File: config.mk
export PLATFORM = sky130hd
export DESIGN_NAME = sdr_init_refresh
export DESIGN_NICKNAME = d
export VERILOG_FILES = /design/src/rtl/sdr_seq_pkg.sv /design/src/rtl/sdr_wait_cnt.sv /design/src/rtl/sdr_ref_owed.sv /design/src/rtl/sdr_init_refresh.sv
export SDC_FILE = /design/constraint.sdc
export NUM_CORES = 1
export LEC_CHECK = 0
export BUFFER_PORTS_ARGS = -buffer_cell sky130_fd_sc_hd__buf_2
export CELL_PAD_IN_SITES_DETAIL_PLACEMENT = 2
export CELL_PAD_IN_SITES_GLOBAL_PLACEMENT = 2
export CORE_MARGIN = 2
export CORE_UTILIZATION = 39
export DETAILED_ROUTE_END_ITERATION = 7
export HOLD_SLACK_MARGIN = 0.12
export PLACE_DENSITY_LB_ADDON = 0.1
export SETUP_SLACK_MARGIN = 0.4
export SKIP_CTS_REPAIR_TIMING = 1
export SLEW_MARGIN = 20
export SYNTH_ARGS = -nofsm -noshare
export SYNTH_HDL_FRONTEND = slang
export SYNTH_HIERARCHICAL = 1
export SYNTH_SLANG_ARGS = --single-unit
File: constraint.sdc
create_clock -name clk -period 6.25 [get_ports clk]
set_input_delay 0.625 -clock clk [delete_from_list [all_inputs] [get_ports clk]]
set_output_delay 0.625 -clock clk [all_outputs]
set_load 0.03 [all_outputs]
File: src/rtl/sdr_seq_pkg.sv
package sdr_seq_pkg;

    // Command pins, all active low.
    typedef struct packed {
        logic cs_n;
        logic ras_n;
        logic cas_n;
        logic we_n;
    } sdr_cmd_t;

    localparam sdr_cmd_t CMD_IDLE  = 4'b0111;
    localparam sdr_cmd_t CMD_CLOSE = 4'b0010;
    localparam sdr_cmd_t CMD_RFSH  = 4'b0001;
    localparam sdr_cmd_t CMD_MODE  = 4'b0000;

    typedef enum logic [3:0] {
        ST_PWR,
        ST_ICLOSE, ST_ICLOSE_W,
        ST_IRFSH,  ST_IRFSH_W,
        ST_MODE,   ST_MODE_W,
        ST_XMODE,  ST_XMODE_W,
        ST_IDLE,
        ST_CLOSE,  ST_CLOSE_W,
        ST_RFSH,   ST_RFSH_W
    } seq_state_t;

    // Standard mode word: bits 2:0 burst length code, 3 burst type,
    // 6:4 CAS latency, 9 single-write.
    function automatic logic [11:0] mode_word(input logic [2:0] bl_code,
                                              input logic       interleave,
                                              input logic [2:0] cas_lat,
                                              input logic       single_wr);
        return {2'b00, single_wr, 2'b00, cas_lat, interleave, bl_code};
    endfunction

    // Extended mode word: bits 2:0 partial-array code, 4:3 temperature code.
    function automatic logic [11:0] ext_word(input logic [1:0] temp_code,
                                             input logic [2:0] array_code);
        return {7'b0, temp_code, array_code};
    endfunction

    function automatic int imax(input int a, input int b);
        return (a > b) ? a : b;
    endfunction

endpackage

File: src/rtl/sdr_wait_cnt.sv
module sdr_wait_cnt #(
    parameter int W       = 8,
    parameter int RST_VAL = 1
) (
    input  logic         clk,
    input  logic         rst,
    input  logic         load,
    input  logic [W-1:0] load_val,
    output logic         last
);
    logic [W-1:0] cnt;

    always_ff @(posedge clk) begin
        if (rst)
            cnt <= W'(RST_VAL);
        else if (load)
            cnt <= load_val;
        else if (cnt != '0)
            cnt <= cnt - 1'b1;
    end

    assign last = (cnt == W'(1));
endmodule

File: src/rtl/sdr_ref_owed.sv
module sdr_ref_owed #(
    parameter int INTERVAL = 2080,
    parameter int MAX_OWED = 8,
    parameter int OW       = $clog2(MAX_OWED + 1)
) (
    input  logic          clk,
    input  logic          rst,
    input  logic          run,
    input  logic          served,
    output logic [OW-1:0] owed
);
    localparam int TW = $clog2(INTERVAL);

    logic [TW-1:0] tcnt;
    logic          tick;

    assign tick = run && (tcnt == TW'(INTERVAL - 1));

    always_ff @(posedge clk) begin
        if (rst || !run)
            tcnt <= '0;
        else if (tick)
            tcnt <= '0;
        else
            tcnt <= tcnt + 1'b1;
    end

    always_ff @(posedge clk) begin
        if (rst)
            owed <= '0;
        else if (tick && !served && owed != OW'(MAX_OWED))
            owed <= owed + 1'b1;
        else if (served && !tick && owed != '0)
            owed <= owed - 1'b1;
    end
endmodule

File: src/rtl/sdr_init_refresh.sv
module sdr_init_refresh
    import sdr_seq_pkg::*;
#(
    parameter int ADDR_W       = 12,
    parameter int BA_W         = 2,
    parameter int AP_BIT       = 10,
    parameter int INIT_WAIT    = 26600,
    parameter int T_RP         = 3,
    parameter int T_RC         = 9,
    parameter int T_MRD        = 2,
    parameter int INIT_REFS    = 2,
    parameter int REF_INTERVAL = 2080,
    parameter int MAX_OWED     = 8,
    parameter logic [ADDR_W-1:0] MODE_VAL     = ADDR_W'(mode_word(3'd2, 1'b0, 3'd3, 1'b0)),
    parameter logic [ADDR_W-1:0] EXT_MODE_VAL = ADDR_W'(ext_word(2'd0, 3'd0))
) (
    input  logic              clk,
    input  logic              rst,
    input  logic              bus_grant,
    output logic              bus_req,
    output logic              ready,
    output logic              cs_n,
    output logic              ras_n,
    output logic              cas_n,
    output logic              we_n,
    output logic [ADDR_W-1:0] addr,
    output logic [BA_W-1:0]   ba
);
    localparam int WAIT_MAX = imax(imax(INIT_WAIT, T_RC), imax(T_RP, T_MRD));
    localparam int WAIT_W   = $clog2(WAIT_MAX + 1);
    localparam int RC_W     = $clog2(INIT_REFS + 1);
    localparam int OW       = $clog2(MAX_OWED + 1);
    localparam logic [BA_W-1:0] XMODE_BANK = BA_W'(1) << (BA_W - 1);

    seq_state_t        state, nxt;
    logic              w_load, w_last;
    logic [WAIT_W-1:0] w_val;
    logic [RC_W-1:0]   init_refs;
    logic [OW-1:0]     owed;
    sdr_cmd_t          cmd;

    sdr_wait_cnt #(.W(WAIT_W), .RST_VAL(INIT_WAIT)) u_wait (
        .clk(clk), .rst(rst), .load(w_load), .load_val(w_val), .last(w_last)
    );

    sdr_ref_owed #(.INTERVAL(REF_INTERVAL), .MAX_OWED(MAX_OWED), .OW(OW)) u_owed (
        .clk(clk), .rst(rst), .run(ready), .served(state == ST_RFSH), .owed(owed)
    );

    always_comb begin
        nxt    = state;
        w_load = 1'b0;
        w_val  = '0;
        unique case (state)
            ST_PWR:      if (w_last) nxt = ST_ICLOSE;
            ST_ICLOSE:   begin w_load = 1'b1; w_val = WAIT_W'(T_RP); nxt = ST_ICLOSE_W; end
            ST_ICLOSE_W: if (w_last) nxt = ST_IRFSH;
            ST_IRFSH:    begin w_load = 1'b1; w_val = WAIT_W'(T_RC); nxt = ST_IRFSH_W; end
            ST_IRFSH_W:  if (w_last) nxt = (init_refs == RC_W'(INIT_REFS)) ? ST_MODE : ST_IRFSH;
            ST_MODE:     begin w_load = 1'b1; w_val = WAIT_W'(T_MRD); nxt = ST_MODE_W; end
            ST_MODE_W:   if (w_last) nxt = ST_XMODE;
            ST_XMODE:    begin w_load = 1'b1; w_val = WAIT_W'(T_MRD); nxt = ST_XMODE_W; end
            ST_XMODE_W:  if (w_last) nxt = ST_IDLE;
            ST_IDLE:     if (owed != '0 && bus_grant) nxt = ST_CLOSE;
            ST_CLOSE:    begin w_load = 1'b1; w_val = WAIT_W'(T_RP); nxt = ST_CLOSE_W; end
            ST_CLOSE_W:  if (w_last) nxt = ST_RFSH;
            ST_RFSH:     begin w_load = 1'b1; w_val = WAIT_W'(T_RC); nxt = ST_RFSH_W; end
            ST_RFSH_W:   if (w_last) nxt = ST_IDLE;
            default:     nxt = ST_PWR;
        endcase
    end

    always_ff @(posedge clk) begin
        if (rst) begin
            state     <= ST_PWR;
            init_refs <= '0;
            ready     <= 1'b0;
        end else begin
            state <= nxt;
            if (state == ST_IRFSH)
                init_refs <= init_refs + 1'b1;
            if (state == ST_XMODE_W && w_last)
                ready <= 1'b1;
        end
    end

    // Pins decoded straight from the state register.
    always_comb begin
        cmd  = CMD_IDLE;
        addr = '0;
        ba   = '0;
        unique case (state)
            ST_ICLOSE, ST_CLOSE: begin cmd = CMD_CLOSE; addr[AP_BIT] = 1'b1; end
            ST_IRFSH, ST_RFSH:   cmd = CMD_RFSH;
            ST_MODE:             begin cmd = CMD_MODE; addr = MODE_VAL; end
            ST_XMODE:            begin cmd = CMD_MODE; addr = EXT_MODE_VAL; ba = XMODE_BANK; end
            default:             cmd = CMD_IDLE;
        endcase
    end

    assign cs_n  = cmd.cs_n;
    assign ras_n = cmd.ras_n;
    assign cas_n = cmd.cas_n;
    assign we_n  = cmd.we_n;

    always_comb begin
        unique case (state)
            ST_IDLE:                                    bus_req = (owed != '0);
            ST_CLOSE, ST_CLOSE_W, ST_RFSH, ST_RFSH_W:   bus_req = 1'b1;
            default:                                    bus_req = 1'b0;
        endcase
    end
endmodule

* Yosys cells after proc, flatten, opt, wreduce, memory -nomap -nowiden
Index checks and enable logic that the tools add are counted.
Cells by class: muxes and demuxes 20, reduce and logical (&&, ||, !) cells 24, equality and inequality tests 24, add/subtract/negate cells 5
Operators by type and width (number):
- one-hot mux 4 bit (13 select lines) | 1
- two-way mux 4 bit | 9
- two-way mux 15 bit | 2
- equality test 4 bit, second input constant | 6
- equality test 4 x 3 -> 1 bit, second input constant | 4
- equality test 15 x 1 -> 1 bit, second input constant | 1
- nonzero test 15 bit | 1
- subtractor 15 x 1 -> 15 bit, second input constant | 1
- adder 12 x 1 -> 12 bit, second input constant | 1
- equality test 12 bit, second input constant | 1
- != test 2 bit, second input constant | 6
- one-hot mux 4 bit (3 select lines) | 1
- OR reduction 2 bit | 5
- one-hot mux 3 bit (3 select lines) | 1
- equality test 4 x 2 -> 1 bit, second input constant | 2
- logical AND 1 bit | 7
- AND reduction 7 bit | 1
- two-way mux 6 bit | 1
- OR reduction 6 bit | 1
- adder 4 x 1 -> 4 bit, second input constant | 1
- equality test 4 x 1 -> 1 bit, second input constant | 1
- logical NOT 4 bit | 1
- != test 4 bit, second input constant | 1
- nonzero test 2 bit | 2
- 12 further kinds | 15
Storage, ports and cells: logic and storage cells 79, register bits 38

* Longest topological paths before layout
Gate-level depths: netlist (run 1).
depth after elaboration 7, mapped depth 11, depth with buffers taken out 11

* Modules after synthesis
The synthesis (run 1) kept the hierarchy.
By module, submodules not included:
- sdr_wait_cnt | cells each 118, area each 940.9 µm², times used 1
- sdr_ref_owed | cells each 93, area each 864.6 µm², times used 1
- sdr_init_refresh | cells each 86, area each 668.1 µm², times used 1

* Least setup slack after synthesis (run 1)
Ideal clock, no wire load.
path kind reg-to-reg, start point register u_wait.cnt[10], end point register state[1], stages on the path, launching flop included 9, arrival time 2.402 ns, slack 3.727 ns, required time 6.129 ns, cells stage by stage dfxtp_1 or4_1 buf_2 or3_1 nor3_1 nand3b_1 o32ai_1 a31o_2 mux2_2
On the way: longest elaborated chain between the ends 3, elaborated cells on any way between the ends 8, those cells by class eq/ne: 7; reduce/logical: 1
RTL lines:
- start: declaration | RTL line sdr_wait_cnt.sv:11 | logic [W-1:0] cnt;
- start signal: assignment | RTL line sdr_wait_cnt.sv:15 | cnt <= W'(RST_VAL);
- start signal: assignment | RTL line sdr_wait_cnt.sv:17 | cnt <= load_val;
- start signal: assignment | RTL line sdr_wait_cnt.sv:19 | cnt <= cnt - 1'b1;
- equality test 15 x 1 -> 1 bit * | RTL line sdr_wait_cnt.sv:22 | assign last = (cnt == W'(1));
- named net w_last | RTL line sdr_init_refresh.sv:36 | logic w_load, w_last;
- != test 2 bit (no source line) or != test 2 x 1 -> 1 bit (tied branches)
- AND reduction 7 bit (no source line) *
- end signal: assignment | RTL line sdr_init_refresh.sv:79 | state <= nxt;
- end: declaration | RTL line sdr_init_refresh.sv:35 | seq_state_t state, nxt;
The timed path passes the listed nets; every way through them passes the cells marked *. A chain may end at the register's enable or synchronous reset.

* Worst setup path after layout (run 1)
start point register state[3], end point register u_owed.owed[3]
On the way: longest elaborated chain between the ends 5, elaborated cells on any way between the ends 8, those cells by class eq/ne: 1; mux: 1; reduce/logical: 6
RTL lines:
- equality test 4 bit * | RTL line sdr_init_refresh.sv:47 | .clk(clk), .rst(rst), .run(ready), .served(state == ST_RFSH), .owed(owed)
- logical NOT 1 bit | RTL line sdr_ref_owed.sv:31 | else if (tick && !served && owed != OW'(MAX_OWED))
- logical AND 1 bit (2 in a row) | RTL line sdr_ref_owed.sv:31
- two-way mux 4 bit or nonzero test 2 bit (tied branches)
- end signal: assignment | RTL line sdr_ref_owed.sv:32 | owed <= owed + 1'b1;
- end signal: assignment | RTL line sdr_ref_owed.sv:34 | owed <= owed - 1'b1;
- end: declaration | RTL line sdr_ref_owed.sv:10 | output logic [OW-1:0] owed
Every way passes the cells marked *; elsewhere a longest branch is shown, timed or not.

==> results of run 1 <==
-- flip-flops by register name (all words and copies together) (netlist names) --
name         flops
state            4
u_wait/cnt      15
init_refs        2
u_owed/tcnt     12
ready            1
u_owed/owed      4
-- cell usage in the layout, fill, tap and decap left out, types with 3 or more instances in the layout --
cell type  instances
xor2_1             7
clkbuf_8           6
nand2b_1           3
nand3b_1           5
nor4_1             7
nor2b_1            5
or3_1              7
nand4_1            4
o41ai_1            3
a21o_1             3
o21ai_0            4
xnor2_1            7
inv_1             14
nor3_1            15
a31oi_1            3
nand2_1           15
a21oi_1           12
ha_1               6
nand3_1            6
o21a_1             3
dfxtp_1           38
o31ai_1            4
conb_1            22
buf_2             12
a311oi_1           3
nor2_1            40
-- kinds of logic after synthesis --
family | synth area share [%]
AO/OA/AOI/OAI | 20.94
buffers and inverters | 9.610
AND/OR/NAND/NOR | 27.57
XOR/XNOR | 4.957
other | 0.1516
flip-flops | 30.75
adder cells (fa/ha/maj) | 3.844
multiplexers | 2.175
-- through the flow --
stage	total power, uW	util, %	setup WS [ps]
final	477.2	42.08	3234
after global routing	499.6	42.08	2956
after CTS	483.5	42.08	3245
after detailed placement	292.6	40.56	3246
after global placement	291.8	40.56	3366
after floorplan	290.2	-	3727
-- synth_stat cells, drive strengths merged (2+ instances only) --
cell	number	area share (%)
a221oi	2	0.71
xor2	7	2.5
nand2b	3	0.76
nor3	17	3.8
nand4	4	1.0
nand3	7	1.9
o21a	3	0.91
or2	3	0.76
nor2b	5	1.3
a31oi	3	0.76
o41ai	3	1.1
dfxtp	38	31
and3	2	0.51
nor4	8	2.6
nor2	40	6.1
xnor2	7	2.5
a311oi	3	1.1
nand3b	5	1.5
nor3b	2	0.61
mux2i	3	1.7
ha	6	3.0
or4	2	0.61
buf	22	6.3
o21ai	5	1.0
inv	15	2.3
nand2	15	2.3
clkbuf	6	0.91
a21oi	12	2.4
a21o	3	0.91
a2111o	2	0.91
o221ai	2	0.71
or3	7	1.8
o31ai	4	1.2
a2111oi	5	3.0
-- how the worst max path moves through the flow --
| stage | start | endpoint | slack [ps] | cells after the start |
|---|---|---|---|---|
| after floorplan | u_wait/cnt[10] | state[1] | 3730 | 8 |
| after global placement | state[3] | u_owed/owed[3] | 3370 | 11 |
| after detailed placement | state[3] | u_owed/owed[3] | 3250 | 11 |
| after CTS | state[3] | u_owed/owed[3] | 3250 | 11 |
| after global routing | state[2] | u_owed/owed[3] | 2960 | 11 |
| final | state[3] | u_owed/owed[3] | 3230 | 11 |
-- worst reg2reg max path, stage by stage, from the launching register on --
cell and delay, ps:
dfxtp_1 670, nand2_1 200, nor3_1 610, nor4_1 90, nand4_1 150, a21o_1 170, ha_1 270, a21o_1 190
a21oi_1 210, nor4_1 70, nor2_1 120, o221ai_1 120
-- where the power goes --
part | switching [uW] | total [uW] | internal [uW]
Sequential | 5.69 | 252 | 247
Clock | 101 | 190 | 88.9
Combinational | 23.6 | 34.5 | 10.9
-- layout make-up --
type / instances / area share [%]
timing repair buffer: 12 / 2.287
clock buffer: 6 / 3.144
multi-input combinational: 236 / 59.17
sequential: 38 / 28.97
clock inverter: 2 / 0.4764
inverter: 16 / 2.287
tap: 77 / 3.668
-- per-layer routing --
layer  vias to the layer above  part of all wire, %  routed length [um]
li1                       1073                    -                   -
met1                      1090                   46                2977
met2                        23                   50                3210
met3                        10                  2.2                 144
met4                         0                  1.8                 119
met5                         -                    0                   0
==> results.txt, run 1 <==
----------------------------------------------------
[Global routing]
  Met2 layer usage reported by global route ... 34.04%
  GR Layer Usage met1 ... 24.57%
  Wire length of the first global-routing pass ... 11300 um
  Grt ovf ... 0
  Global router's overall resource usage ... 19.71%
  Largest net degree at the start of global routing ... 38
  Met3 routing resource usage after global routing ... 2.671%
  Highest-utilization routing layer at the global route stage ... met2
  Vias in the first global route ... 2300
  Antenna violations before repair ... 0

[Floorplan]
  Initial core utilization ... 39.64%
  Overall die width ... 83.64 um
  Number of placement rows ... 29
  Core Box Area ... 6241 um2
  Area of the die ... 6996 um2
  Count of pins on the block boundary ... 23
  Die Span Y ... 83.64 um

[Pwr]
  Power density of the placed cells ... 181.7 nW/um2
  Worst VDD drop ... 0.1036 mV
  Leakage dissipation ... 0.0009607 uW

[Clock network]
  Maximum buffer depth of the clock tree ... 2
  TritonCTS clock tree ... done
  Total clock buffers created by CTS ... 5
  Total number of H-tree levels ... 2
  Latest clock arrival within the worst-skew pair ... 300 ps
  Clock-pin transition on the worst setup and hold timing paths ... 90 ps
  Clock Root Buffer ... clkbuf_8
  CTS sink cnt ... 38

[Placement]
  Placed inst area ... 2531 um2
  HPWL after detailed placement ... 4567 um
  Number of buffers inserted by port buffering ... 12
  Routability congestion estimate from global placement ... 0.7909
  Cell count after placement ... 379

[Critical path]
  Element type at the critical path end ... register
  Buf/Inv on CP ... 0
  Flop2flop setup slack ... 3230 ps
  Crit path kind ... reg -> reg
  Cell count of the worst reg-to-reg path ... 11
  CP max stage delay ... 670 ps
  Worst Path Max Fanout ... 14
  CP max stage cell ... dfxtp_1
  Arrival time of data at the critical path endpoint ... 3170 ps
  CP cell instances ... nand2_1 > nor3_1 > nor4_1 > nand4_1 > a21o_1 > ha_1 > a21o_1 > a21oi_1 > nor4_1 > nor2_1 > o221ai_1
  Critical Path RT ... 6410 ps
  Kind of cell with the highest combined delay on the critical path ... simple AND/OR/NAND/NOR gates
  Worst reg2reg path endpoint ... u_owed/owed[3]
  Worst Setup Start Kind ... register
  RR Startpoint ... state[3]

[STA]
  Summed negative setup slack over all endpoints ... 0 ps
  Minimum hold slack ... 506.7 ps
  Max transition margin ... 50.43%
  Peak clock frequency supported by timing ... 331.5 MHz
  Fin crit share ... 48.26%
  Final Hold Viols ... 0
  Unrepaired setup endpoints after global routing ... no
  Minimum clock period after layout ... 3016 ps
  Slew at the pin closest to its max-slew limit ... 737.9 ps
  Number of pins exceeding their max-slew limit in the final report ... 0
  Total setup violations reported at the end of the flow ... 0
  Worst-case clock skew ... 5.802 ps

[Synth]
  Sequential fraction of the synthesis area ... 30.75%
  Most used DFF post-synth ... dfxtp_1
  Distinct cell type count after synthesis ... 72
  Post-synth EDFFs ... 0
  Synth Register Bits ... 38
  Synth warnings ... 6
  Share of flip-flops with an asynchronous set or reset ... 0%
  Syn Area/Cell ... 8.329 um2
  Instance count of the mapped netlist ... 297
  Synthesized cell area ... 2474 um2

[Layout]
  Post-layout net count ... 319
  Number of antenna cells inserted ... 0
  Post-route cell area ... 2626 um2
  Register area ... 760.7 um2
  Final cell count without fillers ... 387
  Area used by multi-input combinational logic ... 1554 um2
  FILL cells ... 749
  Layout cell share with drive strength beyond 1 ... 10.97%
  Relative area change from synthesis to final layout ... 6.171%

[Detailed routing]
  TritonRoute pass-1 iters ... 4
  Avg Vias per Cell ... 5.674
  Vias after detailed routing ... 2196
  Remaining routing DRC violations ... 0
  Number of DRC markers after the initial detailed-route iteration ... 72
  WL final ... 6452 um
  Detail-routed net length per standard cell ... 16.67 um
  Post-detailed-route count of antenna-violating nets ... 0

[Outcome]
  Outcome ... finished clean

[Job]
  Max-capacitance violation count ... 0

[Worst hold path]
  Endpoint of the worst hold path ... u_owed/tcnt[0]
  Start point of the worst hold path ... u_owed/tcnt[0]
  Class of the tightest hold or removal check ... reg -> reg
  Hold Crit Depth ... 1

----------------------------------------------------
No activity file was read; power rests on OpenSTA's default activity.
==> inputs of run 2 (changes only) <==
--- a/config.mk
+++ b/config.mk
@@ -9,7 +9,7 @@
 export CELL_PAD_IN_SITES_DETAIL_PLACEMENT = 2
 export CELL_PAD_IN_SITES_GLOBAL_PLACEMENT = 2
 export CORE_MARGIN = 2
-export CORE_UTILIZATION = 39
+export CORE_UTILIZATION = 32
 export DETAILED_ROUTE_END_ITERATION = 7
 export HOLD_SLACK_MARGIN = 0.12
 export PLACE_DENSITY_LB_ADDON = 0.1
==> constraint.sdc (replaced) <==
create_clock -name clk -period 2.5 [get_ports clk]
set_input_delay 0.25 -clock clk [delete_from_list [all_inputs] [get_ports clk]]
set_output_delay 0.25 -clock clk [all_outputs]
set_load 0.03 [all_outputs]
==> run 2 against run 1 <==
Net effect: first-iteration DRC count decreased by 36%; clock power grew to 3.5 times the previous value; maximum frequency rose by 24%; routed wire length increased by 11%; clock skew up 1.2 ps; via count up 3.8%; count of clock-buffer cells in the layout stayed put; final area is 17% higher; largest cell class unchanged; highest routed layer unchanged.
==> results.txt, run 2 (same netlist as run 1, synthesis figures left out) <==
----------------------------------------------------
[Outcome]
  Outcome ... finished clean (unchanged)

[Placement]
  Cell count after placement ... 420 (was 379)
  DP Worst Slack ... 156.6 ps (was 3246 ps)
  Number of buffers inserted by port buffering ... 12 (unchanged)
  Routability congestion estimate from global placement ... 0.7921 (was 0.7909)
  Placed inst area ... 2723 um2 (was 2531 um2)
  HPWL after detailed placement ... 5006 um (was 4567 um)

[Clock network]
  TritonCTS clock tree ... done (unchanged)
  Clock-pin transition on the worst setup and hold timing paths ... 90 ps (about the same)
  Clock Root Buffer ... clkbuf_8 (unchanged)
  Total clock buffers created by CTS ... 5 (unchanged)
  Total number of H-tree levels ... 2 (unchanged)
  Maximum buffer depth of the clock tree ... 2 (unchanged)
  CTS sink cnt ... 38 (unchanged)
  Latest clock arrival within the worst-skew pair ... 300 ps (about the same)

[Global routing]
  Largest net degree at the start of global routing ... 22 (was 38)
  Grt ovf ... 0 (unchanged)
  Global router's overall resource usage ... 17.09% (was 19.71%)
  Vias in the first global route ... 2360 (was 2300)
  Antenna violations before repair ... 0 (unchanged)
  Wire length of the first global-routing pass ... 11580 um (was 11300 um)

[STA]
  Unrepaired setup endpoints after global routing ... yes (was no)
  Max transition margin ... 65.92% (was 50.43%)
  Total setup violations reported at the end of the flow ... 0 (unchanged)
  Minimum clock period after layout ... 2428 ps (was 3016 ps)
  Number of pins exceeding their max-slew limit in the final report ... 0 (unchanged)
  Worst-case clock skew ... 7.017 ps (was 5.802 ps)
  Fin crit share ... 97.10% (was 48.26%)
  Fin worst setup slack ... 72.44 ps (was 3234 ps)
  Slew at the pin closest to its max-slew limit ... 508.4 ps (was 737.9 ps)
  Summed negative setup slack over all endpoints ... 0 ps (unchanged)
  Peak clock frequency supported by timing ... 411.9 MHz (was 331.5 MHz)
  Final Hold Viols ... 0 (unchanged)

[Job]
  Max-capacitance violation count ... 0 (unchanged)

[Layout]
  Register area ... 769.5 um2 (was 760.7 um2)
  Post-route cell area ... 3067 um2 (was 2626 um2)
  Area used by multi-input combinational logic ... 1660 um2 (was 1554 um2)
  Most used cells in the layout excluding fill and tap cells ... nor2_1 (40), dfxtp_1 (31), buf_4 (25), conb_1 (22), nand2_1 (15) (was nor2_1 (40), dfxtp_1 (38), conb_1 (22), nand2_1 (15), nor3_1 (15))
  Reg with most FFs ... u_wait/cnt (unchanged)
  FILL cells ... 889 (was 749)
  Layout cell share with drive strength beyond 1 ... 24.12% (was 10.97%)
  Relative area change from synthesis to final layout ... 23.98% (was 6.171%)
  Post-layout net count ... 349 (was 319)
  Largest regs ... u_wait/cnt: 15 flops, u_owed/tcnt: 12 flops (unchanged)
  Most frequent standard cell in the layout excluding fill and tap cells ... nor2_1 (unchanged)
  Number of flip-flops in the largest register ... 15 (unchanged)
  Number of antenna cells inserted ... 0 (unchanged)
  Final cell count without fillers ... 442 (was 387)

[Pwr]
  Power density of the placed cells ... 454.6 nW/um2 (was 181.7 nW/um2)
  Worst VDD drop ... 0.2278 mV (was 0.1036 mV)
  Overall power ... 1394 uW (was 477.2 uW)
  Leakage dissipation ... 0.001176 uW (was 0.0009607 uW)

[Detailed routing]
  Avg Vias per Cell ... 5.156 (was 5.674)
  Detail-routed net length per standard cell ... 16.17 um (was 16.67 um)
  Vias after detailed routing ... 2279 (was 2196)
  TritonRoute pass-1 iters ... 4 (unchanged)
  Number of DRC markers after the initial detailed-route iteration ... 46 (was 72)
  WL final ... 7145 um (was 6452 um)
  Post-detailed-route count of antenna-violating nets ... 0 (unchanged)
  Remaining routing DRC violations ... 0 (unchanged)

[Worst hold path]
  Class of the tightest hold or removal check ... in -> reg (was reg -> reg)

[Floorplan]
  Overall die width ... 91.92 um (was 83.64 um)
  Die Span Y ... 91.92 um (was 83.64 um)
  Initial core utilization ... 32.52% (was 39.64%)
  Count of pins on the block boundary ... 23 (unchanged)
  Number of placement rows ... 32 (was 29)
  Area of the die ... 8449 um2 (was 6996 um2)
  Core Box Area ... 7607 um2 (was 6241 um2)

[Critical path]
  Critical Path RT ... 2690 ps (was 6410 ps)
  Flop2flop setup slack ... 70 ps (was 3230 ps)
  Element type at the critical path end ... register (unchanged)
  Kind of cell with the highest combined delay on the critical path ... simple AND/OR/NAND/NOR gates (unchanged)
  Buf/Inv on CP ... 0 (unchanged)
  Worst Path Max Fanout ... 4 (was 14)
  Arrival time of data at the critical path endpoint ... 2610 ps (was 3170 ps)
  CP max stage delay ... 530 ps (was 670 ps)
  CP max stage cell ... or4_4 (was dfxtp_1)
  CP cell instances ... or4_4 > or3_4 > nor3_4 > nand3b_1 > o32ai_2 > a31o_2 > mux2_2 (was nand2_1 > nor3_1 > nor4_1 > nand4_1 > a21o_1 > ha_1 > a21o_1 > a21oi_1 > nor4_1 > nor2_1 > o221ai_1)
  Worst Setup Start Kind ... register (unchanged)
  Crit path kind ... reg -> reg (unchanged)

----------------------------------------------------
-- run 2: cell count changes in the layout (fill, tap and decap cells not counted), sizes merged --
cell,change
clkinvlp,-1
clkinv,-1
buf,+29
clkbuf,+1
bufinv,+2
-- run 2: worst paths after layout --
path	startpoint	end	cells after the start
min reg2reg	u_owed/tcnt[0]	u_owed/tcnt[0]	1
max reg2reg	u_wait/cnt[13]	state[1]	7
max	u_wait/cnt[13]	state[1]	7
min	rst	u_owed/owed[2]	2
-- run 2: layout make-up --
type,instances,area share (%)
multi-input combinational,236,54.14
sequential,38,25.09
timing repair buffer,42,9.996
tap,102,4.162
clock buffer,6,2.693
clock inverter,2,1.958
inverter,16,1.958
-- run 2: per-layer routing --
layer	GRT usage (%)	wire [um]	up-vias
met3	3.205	167	4
met4	4.104	40	0
li1	-	-	1134
met5	0	0	-
met2	31.25	3670	19
met1	20.61	3267	1122
-- run 2: where the power goes --
group          internal (uW)  switching, uW  leakage, uW
registers                617           15.7     0.000310
logic                   30.1           62.4     0.000794
clock network            426            243    0.0000714
-- run 2: worst register-to-register path, cell delays in order (launching register included) --
cell and delay (ps):
dfxtp_2 330, or4_4 530, or3_4 420, nor3_4 260
nand3b_1 180, o32ai_2 100, a31o_2 240, mux2_2 260
-- run 2: metrics by stage --
stage	hold WS [ps]	util (%)
finish	393.9	40.31
global route	426.3	40.31
CTS	394.9	37.66
global placement	412.5	35.79
floorplan	322.4	-
detailed placement	422.0	35.79
